$ cat config.mk
export PLATFORM = sky130hd
export DESIGN_NAME = ds3_maint_det
export DESIGN_NICKNAME = d
export VERILOG_FILES = /design/src/rtl/ds3_maint_pkg.sv /design/src/rtl/ds3_pat_det.sv /design/src/rtl/ds3_cbz_det.sv /design/src/rtl/ds3_rai_det.sv /design/src/rtl/ds3_maint_det.sv
export SDC_FILE = /design/constraint.sdc
export NUM_CORES = 1
export LEC_CHECK = 0
export BUFFER_PORTS_ARGS = -buffer_cell sky130_fd_sc_hd__buf_4
export CAP_MARGIN = 20
export CORE_AREA = 2 2 91 110
export DETAILED_ROUTE_END_ITERATION = 16
export DIE_AREA = 0 0 93 112
export PLACE_DENSITY = 0.78
export SYNTH_ARGS = -nofsm -noshare
export SYNTH_HDL_FRONTEND = slang
export SYNTH_SLANG_ARGS = --single-unit
$ cat constraint.sdc
create_clock -name clk_i -period 12.5 [get_ports clk_i]
set_input_delay 1.25 -clock clk_i [delete_from_list [all_inputs] [get_ports clk_i]]
set_output_delay 1.25 -clock clk_i [all_outputs]
set_load 0.02 [all_outputs]
$ cat src/rtl/ds3_maint_pkg.sv
package ds3_maint_pkg;
  localparam int unsigned PAT_LEN    = 4;
  localparam int unsigned N_SUB      = 7;
  localparam int unsigned SUB_W      = 3;
  localparam logic [3:0]  AIS_WORD   = 4'b1010;
  localparam logic [3:0]  IDLE_WORD  = 4'b1100;
  localparam int unsigned N_PAT      = 2;
  localparam int unsigned PAT_AIS    = 0;
  localparam int unsigned PAT_IDLE   = 1;

  typedef enum logic [1:0] {
    CPOS_FIRST  = 2'd0,
    CPOS_SECOND = 2'd1,
    CPOS_THIRD  = 2'd2
  } cpos_e;
endpackage

$ cat src/rtl/ds3_pat_det.sv
module ds3_pat_det
  import ds3_maint_pkg::*;
#(
  parameter logic [3:0]  PATTERN   = AIS_WORD,
  parameter int unsigned SET_LIMIT = 5,
  parameter int unsigned CLR_LIMIT = 16
) (
  input  logic clk_i,
  input  logic rst_ni,
  input  logic start_i,
  input  logic close_i,
  input  logic bit_i,
  input  logic bit_vld_i,
  output logic det_o
);
  localparam int unsigned CNT_W = $clog2(CLR_LIMIT + 1);
  localparam logic [CNT_W-1:0] CNT_MAX = CNT_W'(CLR_LIMIT);
  localparam logic [CNT_W-1:0] SET_CMP = CNT_W'(SET_LIMIT);

  logic [1:0]       phase_q, phase_eff;
  logic [CNT_W-1:0] cnt_q [PAT_LEN];
  logic [CNT_W-1:0] min_err;
  logic             prev_good_q, prev_bad_q, det_q;
  logic             frame_good, frame_bad;

  // a bit seen with the strobe is phase 0 of the new frame
  assign phase_eff = start_i ? 2'd0 : phase_q;

  always_ff @(posedge clk_i or negedge rst_ni) begin
    if (!rst_ni) phase_q <= '0;
    else if (start_i) phase_q <= bit_vld_i ? 2'd1 : 2'd0;
    else if (bit_vld_i) phase_q <= phase_q + 2'd1;
  end

  for (genvar r = 0; r < PAT_LEN; r++) begin : g_rot
    logic [1:0] idx;
    logic       mis;
    assign idx = phase_eff + 2'(r);
    assign mis = bit_vld_i & (bit_i != PATTERN[2'd3 - idx]);

    always_ff @(posedge clk_i or negedge rst_ni) begin
      if (!rst_ni) cnt_q[r] <= '0;
      else if (start_i) cnt_q[r] <= CNT_W'(mis);
      else if (mis && cnt_q[r] != CNT_MAX) cnt_q[r] <= cnt_q[r] + 1'b1;
    end

    AST_CNT_BOUND: assert property (@(posedge clk_i) disable iff (!rst_ni)
      cnt_q[r] <= CNT_MAX);
  end

  always_comb begin
    min_err = cnt_q[0];
    for (int r = 1; r < PAT_LEN; r++)
      if (cnt_q[r] < min_err) min_err = cnt_q[r];
  end

  assign frame_good = min_err < SET_CMP;
  assign frame_bad  = min_err >= CNT_MAX;

  always_ff @(posedge clk_i or negedge rst_ni) begin
    if (!rst_ni) begin
      prev_good_q <= 1'b0;
      prev_bad_q  <= 1'b0;
      det_q       <= 1'b0;
    end else if (close_i) begin
      prev_good_q <= frame_good;
      prev_bad_q  <= frame_bad;
      if (!det_q && frame_good && prev_good_q) det_q <= 1'b1;
      else if (det_q && frame_bad && prev_bad_q) det_q <= 1'b0;
    end
  end

  assign det_o = det_q;

  AST_PAT_RISE_AT_CLOSE: assert property (@(posedge clk_i) disable iff (!rst_ni)
    $rose(det_q) |-> $past(close_i));
  AST_PAT_RISE_TWO_GOOD: assert property (@(posedge clk_i) disable iff (!rst_ni)
    $rose(det_q) |-> $past(prev_good_q) && prev_good_q);
  AST_PAT_FALL_TWO_BAD: assert property (@(posedge clk_i) disable iff (!rst_ni)
    $fell(det_q) |-> $past(close_i && prev_bad_q) && prev_bad_q);
endmodule

$ cat src/rtl/ds3_cbz_det.sv
module ds3_cbz_det
  import ds3_maint_pkg::*;
#(
  parameter int unsigned ZERO_FRAMES = 3
) (
  input  logic             clk_i,
  input  logic             rst_ni,
  input  logic             start_i,
  input  logic             close_i,
  input  logic             cbit_i,
  input  logic             cbit_vld_i,
  input  logic [SUB_W-1:0] cbit_sub_i,
  input  logic [1:0]       cbit_pos_i,
  output logic             cbz_o
);
  localparam int unsigned RUN_W = $clog2(ZERO_FRAMES + 1);
  localparam logic [RUN_W-1:0] RUN_MAX = RUN_W'(ZERO_FRAMES);

  logic [1:0]       ones_q [N_SUB];
  logic             zero_q, seen_q, flag_q;
  logic [RUN_W-1:0] run_q, run_n;
  logic             sub_ok, clr_hit, frame_zero;

  assign sub_ok = 32'(cbit_sub_i) < N_SUB;

  always_ff @(posedge clk_i or negedge rst_ni) begin
    if (!rst_ni) begin
      for (int s = 0; s < N_SUB; s++) ones_q[s] <= '0;
    end else if (cbit_vld_i && sub_ok) begin
      if (cbit_pos_i == CPOS_FIRST)  ones_q[cbit_sub_i][0] <= cbit_i;
      if (cbit_pos_i == CPOS_SECOND) ones_q[cbit_sub_i][1] <= cbit_i;
    end
  end

  assign clr_hit = cbit_vld_i && sub_ok && cbit_i && cbit_pos_i == CPOS_THIRD
                   && (&ones_q[sub_ok ? cbit_sub_i : '0]);

  always_ff @(posedge clk_i or negedge rst_ni) begin
    if (!rst_ni) begin
      zero_q <= 1'b1;
      seen_q <= 1'b0;
    end else if (start_i) begin
      zero_q <= !(cbit_vld_i && cbit_i);
      seen_q <= cbit_vld_i;
    end else if (cbit_vld_i) begin
      zero_q <= zero_q & ~cbit_i;
      seen_q <= 1'b1;
    end
  end

  assign frame_zero = zero_q & seen_q;
  assign run_n = !frame_zero ? '0 : (run_q == RUN_MAX ? run_q : run_q + 1'b1);

  always_ff @(posedge clk_i or negedge rst_ni) begin
    if (!rst_ni) run_q <= '0;
    else if (close_i) run_q <= run_n;
  end

  // clear wins over a set in the same cycle
  always_ff @(posedge clk_i or negedge rst_ni) begin
    if (!rst_ni) flag_q <= 1'b0;
    else if (clr_hit) flag_q <= 1'b0;
    else if (close_i && run_n == RUN_MAX) flag_q <= 1'b1;
  end

  assign cbz_o = flag_q;

  AST_CBZ_RISE_AT_CLOSE: assert property (@(posedge clk_i) disable iff (!rst_ni)
    $rose(flag_q) |-> $past(close_i) && run_q == RUN_MAX);
  AST_CBZ_FALL_ON_ONES: assert property (@(posedge clk_i) disable iff (!rst_ni)
    $fell(flag_q) |-> $past(cbit_vld_i && cbit_i && cbit_pos_i == CPOS_THIRD));
  AST_CBZ_RUN_BOUND: assert property (@(posedge clk_i) disable iff (!rst_ni)
    run_q <= RUN_MAX);
endmodule

$ cat src/rtl/ds3_rai_det.sv
module ds3_rai_det #(
  parameter int unsigned RUN_FRAMES = 2
) (
  input  logic clk_i,
  input  logic rst_ni,
  input  logic start_i,
  input  logic close_i,
  input  logic xbit_i,
  input  logic xbit_vld_i,
  output logic rai_o
);
  localparam int unsigned RUN_W = $clog2(RUN_FRAMES + 1);
  localparam logic [RUN_W-1:0] RUN_MAX = RUN_W'(RUN_FRAMES);

  logic             all0_q, all1_q, seen_q, flag_q;
  logic             f_zero, f_one;
  logic [RUN_W-1:0] run0_q, run1_q, run0_n, run1_n;

  always_ff @(posedge clk_i or negedge rst_ni) begin
    if (!rst_ni) begin
      all0_q <= 1'b1;
      all1_q <= 1'b1;
      seen_q <= 1'b0;
    end else if (start_i) begin
      all0_q <= !(xbit_vld_i && xbit_i);
      all1_q <= !(xbit_vld_i && !xbit_i);
      seen_q <= xbit_vld_i;
    end else if (xbit_vld_i) begin
      all0_q <= all0_q & ~xbit_i;
      all1_q <= all1_q & xbit_i;
      seen_q <= 1'b1;
    end
  end

  assign f_zero = seen_q & all0_q;
  assign f_one  = seen_q & all1_q;
  assign run0_n = !f_zero ? '0 : (run0_q == RUN_MAX ? run0_q : run0_q + 1'b1);
  assign run1_n = !f_one  ? '0 : (run1_q == RUN_MAX ? run1_q : run1_q + 1'b1);

  always_ff @(posedge clk_i or negedge rst_ni) begin
    if (!rst_ni) begin
      run0_q <= '0;
      run1_q <= '0;
      flag_q <= 1'b0;
    end else if (close_i) begin
      run0_q <= run0_n;
      run1_q <= run1_n;
      if (!flag_q && run0_n == RUN_MAX) flag_q <= 1'b1;
      else if (flag_q && run1_n == RUN_MAX) flag_q <= 1'b0;
    end
  end

  assign rai_o = flag_q;

  AST_RAI_RISE_AT_CLOSE: assert property (@(posedge clk_i) disable iff (!rst_ni)
    $rose(flag_q) |-> $past(close_i) && run0_q == RUN_MAX);
  AST_RAI_FALL_AT_CLOSE: assert property (@(posedge clk_i) disable iff (!rst_ni)
    $fell(flag_q) |-> $past(close_i) && run1_q == RUN_MAX);
  AST_RAI_RUNS_EXCL: assert property (@(posedge clk_i) disable iff (!rst_ni)
    !(run0_q != '0 && run1_q != '0));
endmodule

$ cat src/rtl/ds3_maint_det.sv
module ds3_maint_det
  import ds3_maint_pkg::*;
#(
  parameter int unsigned SET_LIMIT   = 5,
  parameter int unsigned CLR_LIMIT   = 16,
  parameter int unsigned ZERO_FRAMES = 3,
  parameter int unsigned RAI_FRAMES  = 2
) (
  input  logic             clk_i,
  input  logic             rst_ni,
  input  logic             frame_start_i,
  input  logic             info_bit_i,
  input  logic             info_vld_i,
  input  logic             cbit_i,
  input  logic             cbit_vld_i,
  input  logic [SUB_W-1:0] cbit_sub_i,
  input  logic [1:0]       cbit_pos_i,
  input  logic             xbit_i,
  input  logic             xbit_vld_i,
  output logic             ais_o,
  output logic             idle_o,
  output logic             cbz_o,
  output logic             rai_o
);
  localparam logic [3:0] PAT_TAB [N_PAT] = '{AIS_WORD, IDLE_WORD};

  logic             open_q, close;
  logic [N_PAT-1:0] pat_det;

  always_ff @(posedge clk_i or negedge rst_ni) begin
    if (!rst_ni) open_q <= 1'b0;
    else if (frame_start_i) open_q <= 1'b1;
  end

  assign close = frame_start_i & open_q;

  for (genvar g = 0; g < N_PAT; g++) begin : g_pat
    ds3_pat_det #(
      .PATTERN  (PAT_TAB[g]),
      .SET_LIMIT(SET_LIMIT),
      .CLR_LIMIT(CLR_LIMIT)
    ) u_pat (
      .clk_i    (clk_i),
      .rst_ni   (rst_ni),
      .start_i  (frame_start_i),
      .close_i  (close),
      .bit_i    (info_bit_i),
      .bit_vld_i(info_vld_i),
      .det_o    (pat_det[g])
    );
  end

  ds3_cbz_det #(.ZERO_FRAMES(ZERO_FRAMES)) u_cbz (
    .clk_i     (clk_i),
    .rst_ni    (rst_ni),
    .start_i   (frame_start_i),
    .close_i   (close),
    .cbit_i    (cbit_i),
    .cbit_vld_i(cbit_vld_i),
    .cbit_sub_i(cbit_sub_i),
    .cbit_pos_i(cbit_pos_i),
    .cbz_o     (cbz_o)
  );

  ds3_rai_det #(.RUN_FRAMES(RAI_FRAMES)) u_rai (
    .clk_i     (clk_i),
    .rst_ni    (rst_ni),
    .start_i   (frame_start_i),
    .close_i   (close),
    .xbit_i    (xbit_i),
    .xbit_vld_i(xbit_vld_i),
    .rai_o     (rai_o)
  );

  assign ais_o  = pat_det[PAT_AIS];
  assign idle_o = pat_det[PAT_IDLE];

  AST_OPEN_BEFORE_FLAGS: assert property (@(posedge clk_i) disable iff (!rst_ni)
    (ais_o || idle_o || cbz_o || rai_o) |-> open_q);
endmodule

Yosys cells after proc, flatten, opt, wreduce, memory -nomap -nowiden
Cells that the tools add are included.
Widths: inputs -> output; s select.
{"block": "word_totals", "ff_bits": 78, "inputBits": 14, "output_inout_bits": 4, "word_cells": 262}
{"block": "classes", "addsub": 27, "order_cmp": 22, "eq_ne": 24, "mux": 82, "n_bitwise": 19, "reduce_logical": 54}
{"cell": "$mux 5", "count": 22}
{"cell": "$mux 14", "count": 3}
{"cell": "$add 5x1->5 const B", "count": 8}
{"cell": "$ne 5x5->1 const B", "count": 8}
{"cell": "$lt 5x5->1", "count": 6}
{"cell": "$mux 2", "count": 15}
{"cell": "$reduce_bool 2->1", "count": 15}
{"cell": "$bwmux 14", "count": 2}
{"cell": "$mux 1", "count": 28}
{"cell": "$logic_and 1x1->1", "count": 27}
{"cell": "$lt 2x3->1 const B", "count": 8}
{"cell": "$bmux 1 s2", "count": 8}
{"cell": "$sub 2x2->2 const A", "count": 8}
{"cell": "$and 1x1->1", "count": 15}
{"cell": "$add 2x1->2 const B", "count": 7}
{"cell": "$eq 2x2->1 const B", "count": 7}
{"cell": "$demux 2 s3", "count": 2}
{"cell": "$ge 5x5->1 const B", "count": 2}
{"cell": "$lt 5x3->1 const B", "count": 2}
{"cell": "$add 2x2->2 const B", "count": 4}
{"cell": "$ge 4x4->1 const B", "count": 2}
{"cell": "$ne 1x1->1", "count": 8}
{"cell": "$not 3->4", "count": 2}
{"cell": "$reduce_and 2->1", "count": 4}
{"cell": "8 further kinds", "count": 15}

Logic depth before layout (Yosys ltp)
Gate-level depths: netlist (run 1).
{"block": "logic_depth", "word_depth": 11, "mapped_depth": 23, "ltp_nobuf": 22}

By module
A second synthesis (run 1) with hierarchy kept.
{"block": "hier_totals", "hier_cells": 551, "hier_area_um2": 5104.9}
{"mod": "ds3_pat_det (g_pat[1].u_pat)", "n_inst": 1, "cells_each": 218, "area_each_um2": 1893.1, "seq_area_each_um2": 625.6}
{"mod": "ds3_pat_det (g_pat[0].u_pat)", "n_inst": 1, "cells_each": 216, "area_each_um2": 1861.8, "seq_area_each_um2": 600.6}
{"mod": "ds3_cbz_det", "n_inst": 1, "cells_each": 82, "area_each_um2": 964.7, "seq_area_each_um2": 476.7}
{"mod": "ds3_rai_det", "n_inst": 1, "cells_each": 32, "area_each_um2": 346.6, "seq_area_each_um2": 202.7}
{"mod": "ds3_maint_det", "n_inst": 1, "cells_each": 3, "area_each_um2": 38.8, "seq_area_each_um2": 25.0}

Worst setup path after synthesis (run 1)
OpenSTA, ideal clock, no wires.
{"block": "synth_path", "path_type": "flip-flop to flip-flop", "start": "register g_pat[1].u_pat.cnt_q[12] (netlist name)", "end": "register g_pat[1].u_pat.prev_good_q", "setup_time_ps": 125, "arrival_ps": 4179, "t_required_ps": 12375, "setup_slack_ps": 8196, "path_stages_with_launch": 21, "path_buffers": 1, "synth_period_minus_slack_ps": 4304, "cell_sequence": "dfrtp_1 -> ha_1 -> nand2_1 -> o21ai_2 -> a21bo_2 -> mux2i_1 -> ha_1 -> a21o_1 -> a21o_1 -> a311oi_1 -> or2_2 -> and2_4 -> buf_6 -> o21ai_0 -> ha_1 -> and4_1 -> o31ai_1 -> o211ai_2 -> nor4b_1 -> a31o_1 -> mux2_4"}
{"block": "synth_via", "elab_chain_len": 7}
{"element": "from (decl)", "line": "ds3_pat_det.sv:21", "text": "logic [CNT_W-1:0] cnt_q [PAT_LEN];"}
{"element": "from (signal, indexed assignment)", "line": "ds3_pat_det.sv:43", "text": "else if (start_i) cnt_q[r] <= CNT_W'(mis);"}
{"element": "$lt 5x5->1", "line": "ds3_pat_det.sv:54", "text": "if (cnt_q[r] < min_err) min_err = cnt_q[r];"}
{"element": "$mux 5 *", "line": "ds3_pat_det.sv:54"}
{"element": "$lt 5x5->1", "line": "ds3_pat_det.sv:54"}
{"element": "$mux 5 *", "line": "ds3_pat_det.sv:54"}
{"element": "$lt 5x5->1", "line": "ds3_pat_det.sv:54"}
{"element": "$mux 5 *", "line": "ds3_pat_det.sv:54"}
{"element": "$lt 5x3->1 *", "line": "ds3_pat_det.sv:57", "text": "assign frame_good = min_err < SET_CMP;"}
{"element": "to (signal assigned)", "line": "ds3_pat_det.sv:66", "text": "prev_good_q <= frame_good;"}
{"element": "to (decl)", "line": "ds3_pat_det.sv:23", "text": "logic prev_good_q, prev_bad_q, det_q;"}
Every way passes the cells marked *; elsewhere a longest branch is shown, timed or not.
A chain may end at the register's enable or synchronous reset.

Final worst setup path (run 1)
{"block": "layout_path", "start": "register g_pat[1].u_pat.cnt_q[16] (netlist name)", "end": "register g_pat[1].u_pat.prev_good_q"}
The elaborated chain is that of the path after synthesis.

==> tab_implementation.tex, run 1 <==
\begin{tabular}{lr}
\hline
Metric & Value \\
\hline
\multicolumn{2}{l}{\textbf{Yosys}} \\
\quad Dominant cell by count in the synthesized netlist & dfrtp\_1 \\
\quad Top cell type by total area after synthesis & dfrtp\_1 \\
\quad Avg Synthesized Cell Area & 9.35 µm² \\
\quad Top flip-flop cell by instance count after synthesis & dfrtp\_1 \\
\quad Post-synthesis share of cell area spent on full adders, half adders and majority gates & 0.100 \\
\quad Share of the synthesized area in the top cell type & 0.370 \\
\quad Synth warn & 0 \\
\quad Number of distinct library cells after synthesis & 65 \\
\quad Cell area after technology mapping & 5000 µm² \\
\quad Simple logic cell fraction of the synthesized area & 0.177 \\
\quad Count of state elements after synthesis & 77 \\
\quad Sequential area share after synthesis & 0.386 \\
\quad Post-synthesis compound-gate area fraction & 0.171 \\
\quad Dominant combinational cell family by area after synthesis & simple AND/OR/NAND/NOR gates \\
\quad Top post-synthesis cells by area & dfrtp\_1 37\%, ha\_1 10\%, mux2\_2 4.3\% \\
\quad Proportion of synthesized area in mux cells & 0.0718 \\
\quad Ranking of synthesized cells by instance count & 74 x dfrtp\_1, 53 x nor2\_1, 48 x nand2\_1, 43 x inv\_1, 40 x ha\_1 \\
\quad Number of instances in the synthesized netlist & 535 \\
\quad Count of flip-flops with a built-in enable after synthesis & 0 \\
\quad Xor/xnor share of the synthesized area & 0.0507 \\
\quad Synthesized netlist net count & 589 \\
\quad Post-synth ARST share & 1.00 \\
\multicolumn{2}{l}{\textbf{CTS}} \\
\quad TritonCTS clock tree & built \\
\quad Clock Sink Count & 77 \\
\quad Gates resized, CTS repair & 0 \\
\quad Count of H-tree levels built during CTS & 3 \\
\quad Number of buffers added to fix hold violations after cts & 0 \\
\quad Number of buffers inserted to repair setup after CTS & 0 \\
\quad Total clock buffers created by CTS & 9 \\
\quad Worst-case clock buffer depth & 2 \\
\quad Clock root buffer & clkbuf\_16 \\
\quad Post-CTS clock slew at the launch and capture registers of the worst setup and hold paths & 60 ps \\
\quad Latest clock arrival within the worst-skew pair & 340 ps \\
\multicolumn{2}{l}{\textbf{Power}} \\
\quad VDD IR max & 0.0844 mV \\
\quad Leak Pwr & 2.47 nW \\
\quad Ratio of total power to cell area & 139 nW/µm² \\
\multicolumn{2}{l}{\textbf{Critical path}} \\
\quad Reg2Reg Depth & 20 \\
\quad WS Path Type & register to register \\
\quad Type of destination of the critical path & register \\
\quad Reg-to-reg slack, setup & roughly 7600 ps \\
\quad Data required, critical path & between 10000 and 15000 ps \\
\quad Arrival time of data at the critical path endpoint & 5150 ps \\
\quad CP Max Fanout & 8 \\
\quad Worst setup path start & g\_pat[1].u\_pat.cnt\_q[16]\$\_DFFE\_PN0P\_ \\
\quad Destination of the critical timing path & g\_pat[1].u\_pat.prev\_good\_q\$\_DFFE\_PN0P\_ \\
\quad Worst reg2reg path endpoint & g\_pat[1].u\_pat.prev\_good\_q\$\_DFFE\_PN0P\_ \\
\quad Kind of launch point of the worst setup path & register \\
\quad Worst flop-to-flop path startpoint & g\_pat[1].u\_pat.cnt\_q[16]\$\_DFFE\_PN0P\_ \\
\multicolumn{2}{l}{\textbf{Cells and area}} \\
\quad Area added between synthesis and finish & 10.5\% \\
\quad Share of layout cells above drive strength 1 & 0.135 \\
\quad Core utilization of the finished layout & 0.590 \\
\quad Antenna diode count & 0 \\
\quad Total Nets Final & between 600 and 700 \\
\multicolumn{2}{l}{\textbf{Floorplanning}} \\
\quad Standard cell core area & 9370 µm² \\
\quad Die span in y & 112 µm \\
\quad Die X & 93 µm \\
\quad Initial Util & 0.534 \\
\quad Top Ports & 18 \\
\quad Standard-cell row count & 39 \\
\quad Floorplan die area & 10400 µm² \\
\multicolumn{2}{l}{\textbf{Detailed routing}} \\
\quad Via-to-Cell Ratio & 5.88 \\
\quad Final routed DRC violation total & 0 \\
\quad Post-route antenna net violation count & 0 \\
\quad Number of optimization iterations in the first detailed-route pass & 4 \\
\quad First DRT Iteration DRCs & 235 \\
\quad Wirelength, routed & 10700 µm \\
\quad Detailed-route via count & between 3k and 4k \\
\quad Routed length per instance & between 15 and 20 µm \\
\multicolumn{2}{l}{\textbf{Placed design}} \\
\quad Weighted congestion reported at the end of routability-driven placement & 0.911 \\
\quad Count of input and output buffers & 17 \\
\quad Detailed Place HPWL & roughly 7500 µm \\
\multicolumn{2}{l}{\textbf{Global routing}} \\
\quad Maximum number of pins on one net before global-route repair & 78 \\
\quad Wire length of the first global-routing pass & 18600 µm \\
\quad Initial antenna violation count & 0 \\
\quad Via count of the first global-routing pass & 3929 \\
\quad Total GRT Usage & 0.220 \\
\quad Total congestion overflow after global routing & 0 \\
\multicolumn{2}{l}{\textbf{STA}} \\
\quad Final number of setup-violating endpoints & 0 \\
\quad Unrepaired setup endpoints after global routing & no \\
\quad Part of the cycle the worst path needs & 0.390 \\
\quad Total count of hold-check failures in the final report & 0 \\
\quad Setup\_tns & 0 ps \\
\quad Number of pins with negative max-slew slack in the final report & 0 \\
\quad Setup skew after layout & 8.75 ps \\
\quad Final Critical Period & 4870 ps \\
\quad Max Freq & 0.205 GHz \\
\quad Least-Margin Pin Slew & about 740 ps \\
\quad Max\_slew headroom & 0.507 \\
\multicolumn{2}{l}{\textbf{Job}} \\
\quad Count of max-cap constraint violations & 0 \\
\multicolumn{2}{l}{\textbf{Outcome}} \\
\quad Outcome & finished clean \\
\multicolumn{2}{l}{\textbf{Hold path}} \\
\quad Start point of the worst hold path & u\_rai.run1\_q[1]\$\_DFFE\_PN0P\_ \\
\quad Min-delay worst type & register to register \\
\hline
\end{tabular}
## cell type report
cell class | instances | area, µm²
Multi-Input combinational cell | 402 | 2860
Timing Repair Buffer | 18 | 155
Fill cell | 802 | 3840
Sequential cell | 77 | 1930
Tap cell | 123 | 154
Clock inverter | 5 | 35.0
Inverter | 43 | 161
Clock buffer | 10 | 239
## registers in the layout, summed over array words and instances (netlist names), 2 cells and up
| name | count |
|---|---|
| u_rai.run1_q | 2 |
| u_cbz.run_q | 2 |
| g_pat.u_pat.phase_q | 3 |
| u_cbz.ones_q | 14 |
| g_pat.u_pat.cnt_q | 40 |
| g_pat.u_pat.prev_good_q | 2 |
| g_pat.u_pat.det_o | 2 |
| g_pat.u_pat.prev_bad_q | 2 |
| u_rai.run0_q | 2 |
## power by group
group / leakage (nW) / total, mW / switching [mW] / internal (mW)
Clock: 0.135 / 0.246 / 0.106 / 0.140
Sequential: 0.991 / 0.315 / 0.0325 / 0.282
Combinational: 1.34 / 0.208 / 0.113 / 0.0950
## critical path, stage by stage (launching register included)
cell and delay [ps]:
dfrtp_1 490, inv_1 130, ha_1 290, nand2_1 50, o21ai_2 240, a21bo_2 250
mux2i_1 260, ha_1 280, a21o_1 180, a21o_1 220, a311oi_1 430, or2_2 230
and2_4 180, mux2i_1 200, ha_1 260, and4_1 200, a21oi_1 180, o211ai_2 140
nor4b_1 290, a31o_1 170, mux2_4 150
## placed cells by master (no fill, tap or decap), types with 13 or more instances in the layout
cell type | netlist | routed
dfrtp_1 | 74 | 74
nor2_1 | 53 | 53
nand2_1 | 48 | 48
inv_1 | 43 | 43
ha_1 | 40 | 40
a21oi_1 | 22 | 22
nand4_1 | 21 | 21
o21ai_0 | 21 | 21
mux2_2 | 19 | 19
xnor2_1 | 17 | 17
buf_4 | 0 | 17
nand3_1 | 16 | 16
a21o_1 | 13 | 13
mux2i_1 | 13 | 13
## layer usage
metal	vias up	GRT usage	share of wire
met1	1959	0.290	0.43
met4	0	0.0765	0.017
met5	-	0	0
met2	67	0.367	0.51
met3	16	0.0392	0.039
li1	1943	-	-
## through the flow
step / std cells / power (mW) / worst slack, ps / area [µm²] / hold slack, ps
finish: 678 / 0.769 / 7630 / 5530 / 485
global route: 678 / 0.811 / 7240 / 5530 / 522
CTS: 677 / 0.773 / 7640 / 5500 / 489
detailed placement: 662 / 0.525 / 7650 / 5230 / 475
global placement: 662 / 0.513 / 7800 / 5230 / 461
floorplan: 535 / 0.468 / 8200 / 5000 / 450
## worst min path at each step
stage | endpoint | slack [ps] | depth (start not counted)
floorplan | u_rai.run0_q[1]$_DFFE_PN0P_ | 450 | 2
global placement | u_rai.run0_q[1]$_DFFE_PN0P_ | 460 | 2
detailed placement | u_rai.run0_q[1]$_DFFE_PN0P_ | 470 | 2
CTS | u_rai.run0_q[1]$_DFFE_PN0P_ | 490 | 2
global route | u_rai.rai_o$_DFFE_PN0P_ | 520 | 1
finish | u_rai.run1_q[1]$_DFFE_PN0P_ | 490 | 2
## logic make-up (layout without fill, tap and decap cells)
kind of cell / Yosys count / in the layout
simple gates: 180 / 180
compound gates: 120 / 120
flops: 77 / 77
buf+inv: 56 / 76
fa+ha+maj: 40 / 40
mux: 33 / 33
xor+xnor: 29 / 29
Note: power is estimated with default switching activity, not from simulation.
==> inputs of run 2 (changes only) <==
==> constraint.sdc (replaced) <==
create_clock -name clk_i -period 4.8 [get_ports clk_i]
set_input_delay 0.48 -clock clk_i [delete_from_list [all_inputs] [get_ports clk_i]]
set_output_delay 0.48 -clock clk_i [all_outputs]
set_load 0.02 [all_outputs]
==> run 2 against run 1 <==
Sequential power rose to 2.6 times the previous value. Flip-flop and latch count did not move. Sequential share of layout area decreased by 1.1 points. Fmax grew 5.2%. Design area is 3.5% higher. Wire length rose by 0.24%. Die area did not move. Non-clock buffer count rose by 7. Combinational power rose to 2.8 times the previous value. Clock skew fell by 1.1 ps. Critical endpoint is now g_pat[0].u_pat.det_o$_DFFE_PN0P_. Largest cell class unchanged.
==> tab_implementation.tex, run 2 (synthesis results as in run 1) <==
\begin{tabular}{lr}
\hline
Metric & Value \\
\hline
\multicolumn{2}{l}{\textbf{Outcome}} \\
\quad Outcome & finished clean \\
\multicolumn{2}{l}{\textbf{Detailed routing}} \\
\quad Wirelength, routed & roughly 11000 µm \\
\quad Via-to-Cell Ratio & 5.86 \\
\quad First DRT Iteration DRCs & 202 \\
\quad Detailed-route via count & 4021 \\
\quad Final routed DRC violation total & 0 \\
\quad Number of optimization iterations in the first detailed-route pass & 4 \\
\quad Post-route antenna net violation count & 0 \\
\quad Routed length per instance & around 16 µm \\
\multicolumn{2}{l}{\textbf{STA}} \\
\quad Final Critical Period & approximately 4600 ps \\
\quad Setup skew after layout & 7.62 ps \\
\quad Part of the cycle the worst path needs & 0.965 \\
\quad Total count of hold-check failures in the final report & 0 \\
\quad Least-Margin Pin Slew & 653 ps \\
\quad Max\_slew headroom & 0.554 \\
\quad Final number of setup-violating endpoints & 0 \\
\quad Post-Route Hold Slack & 286 ps \\
\quad Number of pins with negative max-slew slack in the final report & 0 \\
\quad Max Freq & 0.216 GHz \\
\multicolumn{2}{l}{\textbf{Cells and area}} \\
\quad Register bank with the most flops & g\_pat.u\_pat.cnt\_q \\
\quad Share of layout cells above drive strength 1 & 0.160 \\
\quad Post-layout instance area & between 5000 and 6000 µm² \\
\quad Total Nets Final & 612 \\
\quad Most common cell after layout, fill and taps aside & dfrtp\_1 \\
\quad Area added between synthesis and finish & 14.4\% \\
\quad Top library cells by usage in the layout, fill and taps aside & 70 x dfrtp\_1, 53 x nor2\_1, 48 x nand2\_1, 43 x inv\_1, 40 x ha\_1 \\
\quad Flip-flop count of the largest register, all copies and words added & 40 \\
\quad Registers with the most flip-flops & g\_pat.u\_pat.cnt\_q x40, u\_cbz.ones\_q x14, g\_pat.u\_pat.phase\_q x3 \\
\quad Antenna diode count & 0 \\
\multicolumn{2}{l}{\textbf{CTS}} \\
\quad Worst-case clock buffer depth & 2 \\
\quad Total clock buffers created by CTS & 9 \\
\quad Post-CTS clock slew at the launch and capture registers of the worst setup and hold paths & 60 ps \\
\quad Count of H-tree levels built during CTS & 3 \\
\quad TritonCTS clock tree & built \\
\quad Clock root buffer & clkbuf\_16 \\
\quad Latest clock arrival within the worst-skew pair & 340 ps \\
\quad Clock Sink Count & 77 \\
\multicolumn{2}{l}{\textbf{Critical path}} \\
\quad Reg-to-reg slack, setup & roughly 170 ps \\
\quad Largest stage delay, worst path & 430 ps \\
\quad Cell type group with the largest total delay on the critical path & compound AO/OA/AOI/OAI gates \\
\quad Data required, critical path & 5020 ps \\
\quad Critical path's slowest cell & dfrtp\_2 \\
\quad Type of destination of the critical path & register \\
\quad Kind of launch point of the worst setup path & register \\
\quad WS Path Type & register to register \\
\quad Arrival time of data at the critical path endpoint & 4850 ps \\
\quad Worst path buffer plus inverter count & 1 \\
\quad Ordered list of cells on the worst path & inv\_1 > ha\_1 > nand2\_1 > o21ai\_4 > a21o\_4 > mux2i\_1 > ha\_1 > nand4\_1 > a21o\_1 > a211oi\_2 > a211oi\_4 > o31ai\_2 > mux2\_2 > ha\_1 > a21o\_1 > a21o\_1 > a21oi\_1 > o21ai\_1 > mux2\_2 > o21ai\_1 > o31ai\_1 \\
\quad CP Max Fanout & 7 \\
\multicolumn{2}{l}{\textbf{Global routing}} \\
\quad Initial antenna violation count & 0 \\
\quad Via count of the first global-routing pass & 3998 \\
\quad Wire length of the first global-routing pass & 18300 µm \\
\quad Total congestion overflow after global routing & 0 \\
\quad Total GRT Usage & 0.217 \\
\quad Maximum number of pins on one net before global-route repair & roughly 80 \\
\multicolumn{2}{l}{\textbf{Floorplanning}} \\
\quad Die span in y & 112 µm \\
\quad Standard-cell row count & 39 \\
\quad Floorplan die area & 10400 µm² \\
\quad Initial Util & 0.534 \\
\quad Top Ports & 18 \\
\quad Standard cell core area & 9370 µm² \\
\quad Die X & 93 µm \\
\multicolumn{2}{l}{\textbf{Power}} \\
\quad Ratio of total power to cell area & 375 nW/µm² \\
\quad Clock power share & 0.353 \\
\quad Relative contribution of sequential cells to total power & 0.379 \\
\quad Combinational share of power & 0.268 \\
\quad Switching power & 656 µW \\
\quad Total internal power & 1.49 mW \\
\quad Tot Pwr & 2.14 mW \\
\quad Switching fraction of total power & 0.306 \\
\quad Leak Pwr & 2.54 nW \\
\quad VDD IR max & 0.262 mV \\
\multicolumn{2}{l}{\textbf{Placed design}} \\
\quad Detailed Place HPWL & 7510 µm \\
\quad Area of placed instances & around 5300 µm² \\
\quad Weighted congestion reported at the end of routability-driven placement & 0.905 \\
\quad Count of input and output buffers & 17 \\
\multicolumn{2}{l}{\textbf{Job}} \\
\quad Count of max-cap constraint violations & 0 \\
\multicolumn{2}{l}{\textbf{Hold path}} \\
\quad Min-delay worst type & primary input to register \\
\hline
\end{tabular}
-- run 2: cell types whose count changed in the layout (fill, tap and decap cells not counted), moves of 2 or more --
cell,change
o21ai_4,+2
clkinv_2,-2
buf_4,+6
dfrtp_2,+4
bufinv_16,+2
o21ai_2,-2
dfrtp_1,-4
-- run 2: area by class of cell --
class / count / area, µm²
clock buffer: 12 / 256
multi-input combinational: 402 / 2930
timing repair buffer: 25 / 210
inverter: 43 / 161
tap: 123 / 154
sequential: 77 / 1940
clock inverter: 4 / 77.6
fill: 784 / 3650
-- run 2: worst paths after layout --
check / startpoint / to / depth (start not counted)
max in group asynchronous: rst_ni / u_cbz.zero_q$_DFFE_PN1P_ / 3
min: xbit_i / u_rai.all0_q$_DFFE_PN1P_ / 2
min reg2reg: u_rai.run0_q[1]$_DFFE_PN0P_ / u_rai.run0_q[1]$_DFFE_PN0P_ / 2
max: g_pat[0].u_pat.cnt_q[16]$_DFFE_PN0P_ / g_pat[0].u_pat.det_o$_DFFE_PN0P_ / 21
max reg2reg: g_pat[0].u_pat.cnt_q[16]$_DFFE_PN0P_ / g_pat[0].u_pat.det_o$_DFFE_PN0P_ / 21
min in group asynchronous: rst_ni / g_pat[0].u_pat.cnt_q[13]$_DFFE_PN0P_ / 2
-- run 2: metrics by stage --
| stage | utilization | worst slack (ps) | setup TNS [ps] | cells |
|---|---|---|---|---|
| 2_1_floorplan | - | 496 | 0 | 535 |
| 3_3_place_gp | 0.561 | 145 | 0 | 665 |
| 3_5_place_dp | 0.561 | 9.57 | 0 | 665 |
| 4_1_cts | 0.597 | 16.4 | 0 | 681 |
| 5_1_grt | 0.611 | -33.6 | -53.0 | 686 |
| 6_report | 0.611 | 170 | 0 | 686 |
-- run 2: per-layer routing --
metal	part of all wire	routed length (µm)	GRT usage	up-vias
met1	0.43	4610	0.274	1997
met5	0	0	0	-
met2	0.52	5580	0.369	63
li1	-	-	-	1948
met4	0.015	157	0.0725	0
met3	0.035	377	0.0440	13
-- run 2: what timing repair did --
action                                  CTS  global route
gates resized for setup                   2            14
endpoints found under the hold margin     0             4
hold buffers                              0             1
endpoints found under the setup margin    3             6
pin swaps                                 0             2
setup buffers                             0             3
-- run 2: power by group through the flow --
stage,sequential (mW),combinational [mW],clock [mW]
floorplan,0.821,0.397,0
global placement,0.817,0.522,0
detailed placement,0.820,0.540,0
CTS,0.811,0.549,0.768
global route,0.825,0.637,0.799
finish,0.812,0.574,0.757
